`config.mk`:
```
export PLATFORM = sky130hd
export DESIGN_NAME = dio_bank
export DESIGN_NICKNAME = d
export VERILOG_FILES = /design/src/rtl/dio_pkg.sv /design/src/rtl/dio_sync.sv /design/src/rtl/dio_regs.sv /design/src/rtl/dio_rdmux.sv /design/src/rtl/dio_bank.sv
export SDC_FILE = /design/constraint.sdc
export NUM_CORES = 1
export LEC_CHECK = 0
export ABC_AREA = 0
export BUFFER_PORTS_ARGS = -buffer_cell sky130_fd_sc_hd__clkbuf_2
export CORE_ASPECT_RATIO = 1.4
export CORE_MARGIN = 5
export CORE_UTILIZATION = 31
export CTS_CLUSTER_DIAMETER = 50
export DETAILED_ROUTE_END_ITERATION = 12
export SLEW_MARGIN = 5
export SYNTH_ARGS = -nofsm -noshare
export SYNTH_HDL_FRONTEND = slang
export SYNTH_HIERARCHICAL = 1
export SYNTH_SLANG_ARGS = --single-unit
export TNS_END_PERCENT = 10
```
`constraint.sdc`:
```
create_clock -name clk -period 1.4 [get_ports clk]
set_input_delay 0.07 -clock clk [delete_from_list [all_inputs] [get_ports clk]]
set_output_delay 0.07 -clock clk [all_outputs]
set_load 0.02 [all_outputs]
```
`src/rtl/dio_pkg.sv`:
```
package dio_pkg;
  localparam int BYTE_W    = 8;
  localparam int OUT_BYTES = 3;
  localparam int IN_BYTES  = 3;
  localparam int ADDR_W    = 4;
  localparam int OUT_W     = OUT_BYTES * BYTE_W;
  localparam int IN_W      = IN_BYTES * BYTE_W;

  // Offsets: the order matters to software, so it is fixed here.
  localparam logic [ADDR_W-1:0] A_OUT0    = 4'h0;
  localparam logic [ADDR_W-1:0] A_LVL_LAT = 4'h3;
  localparam logic [ADDR_W-1:0] A_IN0     = 4'h4;
  localparam logic [ADDR_W-1:0] A_LVL_IN  = 4'h7;
  localparam logic [ADDR_W-1:0] A_CTRL    = 4'hC;
  localparam logic [ADDR_W-1:0] A_RSVD    = 4'hD;
  localparam logic [ADDR_W-1:0] A_COS_EN  = 4'hE;
  localparam logic [ADDR_W-1:0] A_SRST    = 4'hF;

  localparam int MODE_BIT = 1;

  typedef struct packed {
    logic [OUT_W-1:0]  outs;
    logic [BYTE_W-1:0] lvl;
    logic [BYTE_W-1:0] ctrl;
    logic [BYTE_W-1:0] cos_en;
  } dio_regs_t;
endpackage

```
`src/rtl/dio_sync.sv`:
```
module dio_sync #(
  parameter int W      = 1,
  parameter int STAGES = 2
) (
  input  logic         clk,
  input  logic         rst,
  input  logic [W-1:0] d,
  output logic [W-1:0] q
);
  logic [W-1:0] chain [STAGES];

  generate
    for (genvar s = 0; s < STAGES; s++) begin : g_stage
      always_ff @(posedge clk) begin
        if (rst) chain[s] <= '0;
        else if (s == 0) chain[s] <= d;
        else chain[s] <= chain[(s == 0) ? 0 : s-1];
      end
    end
  endgenerate

  assign q = chain[STAGES-1];
endmodule

```
`src/rtl/dio_regs.sv`:
```
module dio_regs
  import dio_pkg::*;
(
  input  logic              clk,
  input  logic              rst,
  input  logic              wr_en,
  input  logic [ADDR_W-1:0] addr,
  input  logic [BYTE_W-1:0] wr_data,
  output dio_regs_t         regs
);
  logic clr;
  assign clr = rst | (wr_en && addr == A_SRST);

  generate
    for (genvar b = 0; b < OUT_BYTES; b++) begin : g_out
      localparam logic [ADDR_W-1:0] MY_ADDR = A_OUT0 + ADDR_W'(b);
      always_ff @(posedge clk) begin
        if (clr) regs.outs[b*BYTE_W +: BYTE_W] <= '0;
        else if (wr_en && addr == MY_ADDR) regs.outs[b*BYTE_W +: BYTE_W] <= wr_data;
      end
    end
  endgenerate

  always_ff @(posedge clk) begin
    if (clr) begin
      regs.lvl    <= '0;
      regs.ctrl   <= '0;
      regs.cos_en <= '0;
    end else if (wr_en) begin
      if (addr == A_LVL_LAT) regs.lvl    <= wr_data;
      if (addr == A_CTRL)    regs.ctrl   <= wr_data;
      if (addr == A_COS_EN)  regs.cos_en <= wr_data;
    end
  end
endmodule

```
`src/rtl/dio_rdmux.sv`:
```
module dio_rdmux
  import dio_pkg::*;
(
  input  logic              clk,
  input  logic              rst,
  input  logic [ADDR_W-1:0] addr,
  input  dio_regs_t         regs,
  input  logic [IN_W-1:0]   iso_s,
  input  logic [BYTE_W-1:0] lvl_s,
  input  logic              irq_s,
  output logic [BYTE_W-1:0] rd_data
);
  logic [BYTE_W-1:0] sel;
  logic              out_mode;
  assign out_mode = regs.ctrl[MODE_BIT];

  always_comb begin
    sel = '0;
    if (addr < A_LVL_LAT) begin
      for (int b = 0; b < OUT_BYTES; b++)
        if (addr == A_OUT0 + ADDR_W'(b)) sel = regs.outs[b*BYTE_W +: BYTE_W];
    end else if (addr == A_LVL_LAT) begin
      sel = regs.lvl;
    end else if (addr < A_LVL_IN) begin
      for (int b = 0; b < IN_BYTES; b++)
        if (addr == A_IN0 + ADDR_W'(b)) sel = iso_s[b*BYTE_W +: BYTE_W];
    end else begin
      case (addr)
        A_LVL_IN: sel = out_mode ? regs.lvl : lvl_s;
        A_CTRL:   sel = regs.ctrl;
        A_COS_EN: sel = regs.cos_en;
        A_SRST:   sel = {{(BYTE_W-1){1'b0}}, irq_s};
        default:  sel = '0;
      endcase
    end
  end

  always_ff @(posedge clk) begin
    if (rst) rd_data <= '0;
    else     rd_data <= sel;
  end
endmodule

```
`src/rtl/dio_bank.sv`:
```
module dio_bank
  import dio_pkg::*;
#(
  parameter int SYNC_STAGES = 2
) (
  input  logic              clk,
  input  logic              rst,
  input  logic [ADDR_W-1:0] addr,
  input  logic              wr_en,
  input  logic [BYTE_W-1:0] wr_data,
  output logic [BYTE_W-1:0] rd_data,
  output logic [OUT_W-1:0]  sw_out,
  input  logic [IN_W-1:0]   iso_in,
  output logic [BYTE_W-1:0] lvl_out,
  output logic [BYTE_W-1:0] lvl_oe,
  input  logic [BYTE_W-1:0] lvl_in,
  input  logic              irq_pin
);
  localparam int SYNC_W = IN_W + BYTE_W + 1;

  dio_regs_t         regs;
  logic [SYNC_W-1:0] sync_q;
  logic [IN_W-1:0]   iso_s;
  logic [BYTE_W-1:0] lvl_s;
  logic              irq_s;

  dio_sync #(.W(SYNC_W), .STAGES(SYNC_STAGES)) u_sync (
    .clk (clk),
    .rst (rst),
    .d   ({irq_pin, lvl_in, iso_in}),
    .q   (sync_q)
  );
  assign {irq_s, lvl_s, iso_s} = sync_q;

  dio_regs u_regs (
    .clk     (clk),
    .rst     (rst),
    .wr_en   (wr_en),
    .addr    (addr),
    .wr_data (wr_data),
    .regs    (regs)
  );

  dio_rdmux u_rd (
    .clk     (clk),
    .rst     (rst),
    .addr    (addr),
    .regs    (regs),
    .iso_s   (iso_s),
    .lvl_s   (lvl_s),
    .irq_s   (irq_s),
    .rd_data (rd_data)
  );

  assign sw_out  = regs.outs;
  assign lvl_oe  = {BYTE_W{regs.ctrl[MODE_BIT]}};
  assign lvl_out = regs.ctrl[MODE_BIT] ? regs.lvl : '0;
endmodule

```
==> flow_summary.ini, run 1 <==
[sta]
slew_headroom = 0.627
hold_violations = 0
finalMaxSlewViolations = 0
finalCriticalPeriod_ns = 1.37
worst_pin_slew_ns = 0.559
fin_worst_skew_ns = 0.00716
fmax_mhz = 730
fin_crit_sh = 0.978
rsz0062_at_grt = yes
setup_viol = 0
setup_ws_ns = 0.0310
whs_ns = 0.0402

[cts]
cts_tree = yes
cts_root_buffer = clkbuf_16
clock-sinks = 122
cts-buffers-inserted = 17
cts_max_level = 4
clockBufferDepth = 2
clkLatencyLatePin_ns = 0.41
clkSlewWorstSetupHoldPaths_ns = 0.06

[synthesis]
synth.area.mux_share = 0.0674
synth-compound-area-share = 0.160
synth_top_family_by_area = simple AND/OR/NAND/NOR gates
yosys_warnings = 6
yosys.area_share.simple = 0.209
synth_nets = 569
synth_xor_area_frac = 0
seq_area_frac_synth = 0.498
synth_seq_cells = 122
synth_fa_ha_area_frac = 0
synth.avg_cell_area_um2 = 9.40
syn-cell-area_um2 = 4900
post_synth_num_cell_types = 38
postSynthCellCount = 521

[power]
ir_worst_vdd_mv = 0.746
combinationalPowerShare = 0.078
power.density_nw_per_um2 = 1340
seqPwrFrac = 0.406
power_uw = 8920
leakage_uw = 0.00267
p_sw_frac = 0.239
clock_power_share = 0.516
p_sw_uw = 2130
intPower_uw = 6780

[critical_path]
crit_family = compound AO/OA/AOI/OAI gates
crit_start = u_regs/regs[9]
cp_data_arrival_time_ns = 1.66
endpoint_kind = register
slowest_delay_ns = 0.43
critPathKind = register to register
critPathSlowestCell = dfxtp_4
cp_max_fo = 9
setup.worst_path.start_class = register
cp_num_buf_inv = 0
critPathRequiredTime_ns = 1.69
worstReg2RegStart = u_regs/regs[9]
path_cells = mux2i_1 > a211oi_1 > o31ai_1 > a21oi_1

[grt]
grt_start_max_net_pins = 54
antenna_found_initial = 0
grt_pass1_wl_um = 22000
track_usage = 0.151
grt_pass1_vias = 4314
grt.overflow.total = 0

[routing]
drt_pass1_iterations = 5
via_count = 4287
ant_nets = 0
drc = 0
viasPerCell = 4.95
drtIter0Drc = 467
routedWlPerCell_um = 15.9
routed_wirelength_um = 13800

[cells_and_area]
nets = 705
layout-drive-gt1-share = 0.252
postLayoutCoreUtil = 0.427
n_antenna_cell = 0
multi_input_area_um2 = 2140
nFillCells = 1559
syn_to_final_growth_pct = 35.4
seq_area_um2 = 2450
layoutNonFillerInstCount = 866

[floorplan]
row_count = 54
die_x_um = 116
die_h_um = 159
ioPinCount = 96
die-area_um2 = 18500
coreArea_um2 = 15500
start_util = 0.315

[placement]
port_buffers = 95
hpwl_um = 10000
gp_congestion = 0.877
place_ws_ns = -0.00305
dp.cells = 798

[hold_path]
hold_start = wr_data[6]
worstHoldPathType = input pin to register

[run]
maxCapViolCount = 0

[status]
status = complete, no violations
## state kept, by name, summed over array words and instances, names as in the netlist
register,cells
u_regs/regs,48
u_sync/chain,66
u_rd/rd_data,8
## power groups by stage
stage | registers, µW | logic (µW) | clock network [µW]
2_1_floorplan | 3700 | 361 | 0
3_3_place_gp | 3700 | 605 | 0
3_5_place_dp | 3700 | 617 | 0
6_report | 3620 | 696 | 4600
4_1_cts | 3620 | 694 | 4690
5_1_grt | 3630 | 755 | 4850
## through the flow
stage | instance area, µm² | setup TNS, ns
after CTS | 6620 | 0
final | 6630 | 0
after floorplan | 4900 | 0
after global routing | 6630 | -0.0225
after global placement | 5640 | -0.0424
after detailed placement | 5640 | -0.00396
## what timing repair did
item,CTS,global route
gates resized for setup,1,5
setup buffers,0,1
endpoints found under the setup margin,8,12
hold endpoints to repair,40,0
hold buffers,35,0
pin swaps,0,0
## area by class of cell
cell class                 instances  area share
timing repair buffer             167       0.177
clock buffer                      17      0.0641
multi-input combinational        349       0.322
tap                              196      0.0370
clock inverter                    15      0.0307
sequential                       122       0.369
## final timing paths
check | depth (start not counted) | endpoint | slack, ns
worst min-delay path | 3 | u_regs/regs[46] | 0.04
worst max-delay path | 4 | u_rd/rd_data[3] | 0.03
worst max register to register | 4 | u_rd/rd_data[3] | 0.03
worst min register to register | 1 | u_sync/chain[1][25] | 0.43
## metal layers
layer	GRT usage	vias to the layer above	routed length (µm)
li1	-	2086	-
met1	0.181	1962	5290
met2	0.245	196	6720
met3	0.0305	43	1090
met4	0.0892	0	698
met5	0	-	0
## logic make-up after synthesis
kind of cell,Yosys count
and+or+nand+nor,174
AOI/OAI and AO/OA,142
DFF,122
buffers and inverters,50
muxes,33
## cell usage in the layout (no fill, tap or decap), types with 17 or more instances in the layout
| master | instances |
|---|---|
| buf_4 | 31 |
| clkbuf_16 | 17 |
| dfxtp_1 | 121 |
| dlygate4sd3_1 | 35 |
| nand3_1 | 49 |
| clkbuf_2 | 91 |
| a21oi_1 | 53 |
| mux2i_1 | 33 |
| nor2b_1 | 69 |
| o21ai_0 | 47 |
## synthesized netlist by cell type
library cell	instances	area share
buf_2	14	0.014
nor3b_2	1	0.0026
o31ai_1	5	0.0077
nand4b_1	1	0.0018
a21oi_1	53	0.054
a221oi_1	1	0.0018
o22ai_1	7	0.0089
o21ai_0	47	0.048
nor2b_1	69	0.088
o32ai_1	2	0.0036
buf_1	2	0.0015
nand3b_1	10	0.015
nand2b_1	4	0.0051
clkbuf_2	1	0.0010
or2_2	1	0.0013
or4_1	2	0.0031
nor3b_1	1	0.0015
and2_1	9	0.011
nand3_1	49	0.050
nand2_1	10	0.0077
a31oi_1	2	0.0026
and2_0	1	0.0013
nor3_1	2	0.0020
a21oi_2	1	0.0018
nand3b_4	1	0.0041
buf_4	12	0.018
clkbuf_1	12	0.0092
a21o_1	5	0.0077
mux2i_1	33	0.067
o211ai_1	2	0.0031
dfxtp_1	122	0.50
o21ai_1	11	0.011
a211oi_1	6	0.0092
buf_6	9	0.021
nor2_1	8	0.0061
or2_1	1	0.0013
and3_1	1	0.0013
or3b_1	3	0.0054
## worst reg2reg max path, delay by kind of cell (launching register included)
family / cells / cell delay, ns
AO/OA/AOI/OAI: 3 / 0.50
multiplexers: 1 / 0.33
flip-flops: 1 / 0.43
(Power assumes the default switching activity.)
==> inputs of run 2 (changes only) <==
==> constraint.sdc (replaced) <==
create_clock -name clk -period 1.2 [get_ports clk]
set_input_delay 0.06 -clock clk [delete_from_list [all_inputs] [get_ports clk]]
set_output_delay 0.06 -clock clk [all_outputs]
set_load 0.02 [all_outputs]
==> run 2 against run 1 <==
Against the previous run:
- wire length grew 2.0%
- final cell count grew 2.2%
- final area increased by 3.8%
- worst setup slack worse by 0.16 ns
- flip-flop and latch count unchanged
- via count increased by 2.2%
- die area unchanged
- largest cell class unchanged
- register-to-register slack worse by 0.16 ns
- the flow now finishes with violations (setup timing)
- clock-buffer cell count unchanged
- first-iteration DRC count is 23% lower
- combinational power grew 23%
- clock power increased by 3%
==> flow_summary.ini, run 2 (synthesis results as in run 1) <==
[status]
status = finished, violations left
violations = setup timing

[critical_path]
path_cells = buf_6 > nand2b_4 > mux2i_1 > or4_1 > o21ai_1
cp_data_arrival_time_ns = 1.66
endpoint_kind = register
worstReg2RegStart = u_regs/regs[9]
setup.worst_path.start_class = register
critPathRequiredTime_ns = 1.53
cp_max_fo = 6
slowest_delay_ns = 0.40
reg2reg_slack_ns = -0.13
rr_worst_depth = 5
critPathKind = register to register
r2r_end = u_rd/rd_data[7]
critPathSlowestCell = or4_1

[cells_and_area]
syn_to_final_growth_pct = 40.5
nets = 724
postLayoutCoreUtil = 0.443
largest_reg_flops = 66
nFillCells = 1503
layout_commonest_cell = dfxtp_1
mostFrequentLayoutCells = dfxtp_1 (120), clkbuf_2 (79), nor2b_1 (69)
n_antenna_cell = 0
reg.largest.list = u_sync/chain: 66 flops, u_regs/regs: 48 flops, u_rd/rd_data: 8 flops
layout-drive-gt1-share = 0.276
largest-register = u_sync/chain

[grt]
grt_start_max_net_pins = 75
grt_pass1_wl_um = 22000
grt.overflow.total = 0
track_usage = 0.152
grt_pass1_vias = 4277
antenna_found_initial = 0

[cts]
clockBufferDepth = 2
clkSlewWorstSetupHoldPaths_ns = 0.06
clock-sinks = 122
clkLatencyLatePin_ns = 0.41
cts_root_buffer = clkbuf_16
cts_max_level = 4
cts_tree = yes
cts-buffers-inserted = 17

[hold_path]
hold_start = wr_data[2]
whs_endpoint = u_regs/regs[42]
worstHoldPathType = input pin to register
whs_path_depth = 3

[sta]
fin_worst_skew_ns = 0.00587
hold_violations = 0
setup-tns-final_ns = -1.83
setup_ws_ns = -0.128
setup_viol = 23
finalMaxSlewViolations = 0
fmax_mhz = 753
fin_crit_sh = 1.11
slew_headroom = 0.720
worst_pin_slew_ns = 0.419
finalCriticalPeriod_ns = 1.33
rsz0062_at_grt = yes

[run]
maxCapViolCount = 0

[routing]
drc = 0
viasPerCell = 4.95
drtIter0Drc = 360
routedWlPerCell_um = 15.9
via_count = 4382
ant_nets = 0
routed_wirelength_um = 14100
drt_pass1_iterations = 6

[power]
seqPwrFrac = 0.431
leakage_uw = 0.00276
combinationalPowerShare = 0.088
clock_power_share = 0.481
power.density_nw_per_um2 = 1420
intPower_uw = 7300
p_sw_uw = 2490
ir_worst_vdd_mv = 0.829
p_sw_frac = 0.255

[placement]
port_buffers = 95
hpwl_um = 10000
gp_congestion = 0.915

[floorplan]
start_util = 0.315
ioPinCount = 96
die-area_um2 = 18500
die_x_um = 116
die_h_um = 159
row_count = 54
coreArea_um2 = 15500
## run 2: changes by cell type in the layout (fill, tap and decap cells not counted), sizes merged
| cell | previous run | this run |
|---|---|---|
| clkinvlp | 0 | 4 |
| dlygate4sd3 | 35 | 37 |
| clkinv | 3 | 2 |
| clkbuf | 108 | 111 |
| bufinv | 3 | 0 |
| buf | 41 | 55 |
## run 2: metrics by stage
stage / total power (µW) / std cells / worst slack (ns) / instance area, µm² / hold WS, ns
final: 9800 / 885 / -0.128 / 6880 / 0.0258
after global routing: 10200 / 885 / -0.179 / 6880 / 0.0212
after CTS: 9900 / 885 / -0.129 / 6880 / 0.00207
after detailed placement: 5060 / 813 / -0.183 / 5770 / 0.273
after global placement: 5050 / 813 / -0.198 / 5770 / 0.270
after floorplan: 4740 / 521 / -0.0982 / 4910 / 0.188
## run 2: what timing repair did
action,CTS,global route
pin swaps,4,0
gates resized for setup,37,2
endpoints found under the hold margin,44,0
hold buffers,37,0
setup endpoints to repair,22,24
buffers inserted,3,0
## run 2: how the worst max path moves through the flow
stage | from | cells after the start | slack (ns) | to
after floorplan | u_regs/regs[9] | 5 | -0.1 | u_rd/rd_data[6]
after global placement | addr[1] | 6 | -0.20 | u_rd/rd_data[6]
after detailed placement | addr[1] | 6 | -0.18 | u_rd/rd_data[6]
after CTS | u_regs/regs[9] | 5 | -0.13 | u_rd/rd_data[6]
after global routing | u_regs/regs[9] | 5 | -0.18 | u_rd/rd_data[7]
final | u_regs/regs[9] | 5 | -0.13 | u_rd/rd_data[7]
## run 2: layer usage
layer,share of wire,up-vias,global-route usage
met4,0.030,0,0.0670
met3,0.067,30,0.0350
met2,0.50,192,0.259
met5,0,-,0
met1,0.40,2028,0.178
li1,-,2132,-
## run 2: power by group through the flow
| stage | registers (µW) | clock network (µW) | logic [µW] |
|---|---|---|---|
| detailed placement | 4310 | 0 | 745 |
| floorplan | 4320 | 0 | 423 |
| global route | 4230 | 5010 | 929 |
| CTS | 4230 | 4820 | 853 |
| finish | 4220 | 4720 | 859 |
| global placement | 4310 | 0 | 735 |
## run 2: final cells by class
type                       count  area, µm²  share of cell area
sequential                   122       2450               0.356
clock buffer                  17        425              0.0618
tap                          196        245              0.0356
timing repair buffer         186       1480               0.215
multi-input combinational    349       2160               0.313
clock inverter                15        131              0.0191
## run 2: critical path: cells and delay by family, from the launching register on
kind | cells | cell delay, ns
simple gates | 2 | 0.54
buf+inv | 1 | 0.13
compound gates | 1 | 0.09
mux | 1 | 0.12
flops | 1 | 0.37
==> inputs of run 3 (changes only) <==
--- a/config.mk
+++ b/config.mk
@@ -12,6 +12,7 @@
 export CORE_UTILIZATION = 31
 export CTS_CLUSTER_DIAMETER = 50
 export DETAILED_ROUTE_END_ITERATION = 12
+export SETUP_SLACK_MARGIN = 0.02
 export SLEW_MARGIN = 5
 export SYNTH_ARGS = -nofsm -noshare
 export SYNTH_HDL_FRONTEND = slang
==> run 3 against run 2 <==
Against the previous run:
- the run still ends with setup timing left
- sequential power is essentially flat
- final cell count stayed put
- via count barely moved
- worst setup slack better by 0.00067 ns
- power is essentially flat
- clock-buffer cell count is the same
- fmax about the same
- critical endpoint unchanged
- highest routed layer unchanged
==> flow_summary.ini, run 3 (synthesis results as in run 1) <==
[cts]
cts_tree = yes
cts_max_level = 4
cts-buffers-inserted = 17
clock-sinks = 122
clkLatencyLatePin_ns = 0.41
clkSlewWorstSetupHoldPaths_ns = 0.06
clockBufferDepth = 2
cts_root_buffer = clkbuf_16

[floorplan]
coreArea_um2 = 15500
ioPinCount = 96
row_count = 54
start_util = 0.315
die-area_um2 = 18500
die_h_um = 159
die_x_um = 116

[cells_and_area]
nets = 724
nFillCells = 1501
largest_reg_flops = 66
layout_commonest_cell = dfxtp_1
layout-drive-gt1-share = 0.277
multi_input_area_um2 = 2160
largest-register = u_sync/chain
n_antenna_cell = 0
syn_to_final_growth_pct = 40.6
seq_area_um2 = 2450
mostFrequentLayoutCells = dfxtp_1 (119), clkbuf_2 (79), nor2b_1 (69)
reg.largest.list = u_sync/chain: 66 flops, u_regs/regs: 48 flops, u_rd/rd_data: 8 flops

[grt]
grt_pass1_wl_um = 22000
grt_start_max_net_pins = 75
grt_pass1_vias = 4277
antenna_found_initial = 0
grt.overflow.total = 0
track_usage = 0.152

[sta]
fin_crit_sh = 1.11
setup_ws_ns = -0.127
rsz0062_at_grt = yes
fmax_mhz = 754
worst_pin_slew_ns = 0.419
slew_headroom = 0.720
whs_ns = 0.0317
fin_worst_skew_ns = 0.00587
finalMaxSlewViolations = 0
finalCriticalPeriod_ns = 1.33
setup_viol = 23
hold_violations = 0

[hold_path]
worstHoldPathType = input pin to register
whs_path_depth = 3
whs_endpoint = u_regs/regs[42]
hold_start = wr_data[2]

[critical_path]
endpoint_kind = register
reg2reg_slack_ns = -0.13
cp_data_arrival_time_ns = 1.66
critPathRequiredTime_ns = 1.53
rr_worst_depth = 5
r2r_end = u_rd/rd_data[7]
worstReg2RegStart = u_regs/regs[9]
cp_max_fo = 6
critPathSlowestCell = or4_1
slowest_delay_ns = 0.39
path_cells = buf_6 > nand2b_4 > mux2i_1 > or4_1 > o21ai_1
critPathKind = register to register
setup.worst_path.start_class = register

[routing]
ant_nets = 0
routedWlPerCell_um = 15.9
drt_pass1_iterations = 6
via_count = 4386
viasPerCell = 4.96
drtIter0Drc = 359
routed_wirelength_um = 14100
drc = 0

[status]
status = finished, violations left
violations = setup timing

[run]
maxCapViolCount = 0

[placement]
port_buffers = 95
gp_congestion = 0.915
hpwl_um = 10000
place_ws_ns = -0.183

[power]
power.density_nw_per_um2 = 1420
leakage_uw = 0.00276
ir_worst_vdd_mv = 0.829
==> run 3: cell types whose count changed in the layout (fill, tap and decap cells not counted), sizes merged <==
cell | before | now
buf | 55 | 54
clkbuf | 111 | 112
==> run 3: stage by stage <==
step	cells	TNS, ns	util	power [µW]	instance area [µm²]
global route	885	-3.14	0.443	10200	6890
floorplan	521	-0.397	-	4740	4910
global placement	813	-1.92	0.371	5050	5770
CTS	885	-1.94	0.443	9900	6880
detailed placement	813	-2.95	0.371	5060	5770
finish	885	-1.87	0.443	9800	6890
==> run 3: worst max-delay path, delay by kind of cell, from the launching register on <==
kind	cells	cell delay [ns]
AOI/OAI and AO/OA	1	0.09
DFF	1	0.37
muxes	1	0.12
and+or+nand+nor	2	0.53
buffers and inverters	1	0.13
==> run 3: area by class of cell <==
class / count / area share
flip-flops and latches: 122 / 0.356
well taps: 196 / 0.0356
clock buffers: 17 / 0.0618
clock inverters: 15 / 0.0191
multi-input cells: 349 / 0.313
repair buffers: 186 / 0.215
==> run 3: how the worst max path moves through the flow <==
| stage | cells after the start | end | slack (ns) | from |
|---|---|---|---|---|
| floorplan | 5 | u_rd/rd_data[6] | -0.1 | u_regs/regs[9] |
| global placement | 6 | u_rd/rd_data[6] | -0.20 | addr[1] |
| detailed placement | 6 | u_rd/rd_data[6] | -0.18 | addr[1] |
| CTS | 5 | u_rd/rd_data[6] | -0.13 | u_regs/regs[9] |
| global route | 5 | u_rd/rd_data[7] | -0.18 | u_regs/regs[9] |
| finish | 5 | u_rd/rd_data[7] | -0.13 | u_regs/regs[9] |
==> run 3: power breakdown <==
part / leakage (µW) / switching, µW / internal [µW]
Sequential: 0.00100 / 43.7 / 4180
Clock: 0.000262 / 2000 / 2710
Combinational: 0.00150 / 449 / 411
Total: 0.00276 / 2490 / 7300
==> run 3: what timing repair did <==
action | 4_1_cts | 5_1_grt
endpoints found under the setup margin | 24 | 25
setup buffers | 3 | 0
gates resized for setup | 38 | 2
endpoints found under the hold margin | 44 | 0
pin swaps | 4 | 0
cloned | 0 | 0
hold buffers | 37 | 0
==> run 3: layer usage <==
metal,up-vias,track usage,wire [µm]
li1,2133,-,-
met1,2035,0.178,5590
met2,186,0.259,7110
met3,32,0.0350,947
met4,0,0.0670,431
met5,-,0,0
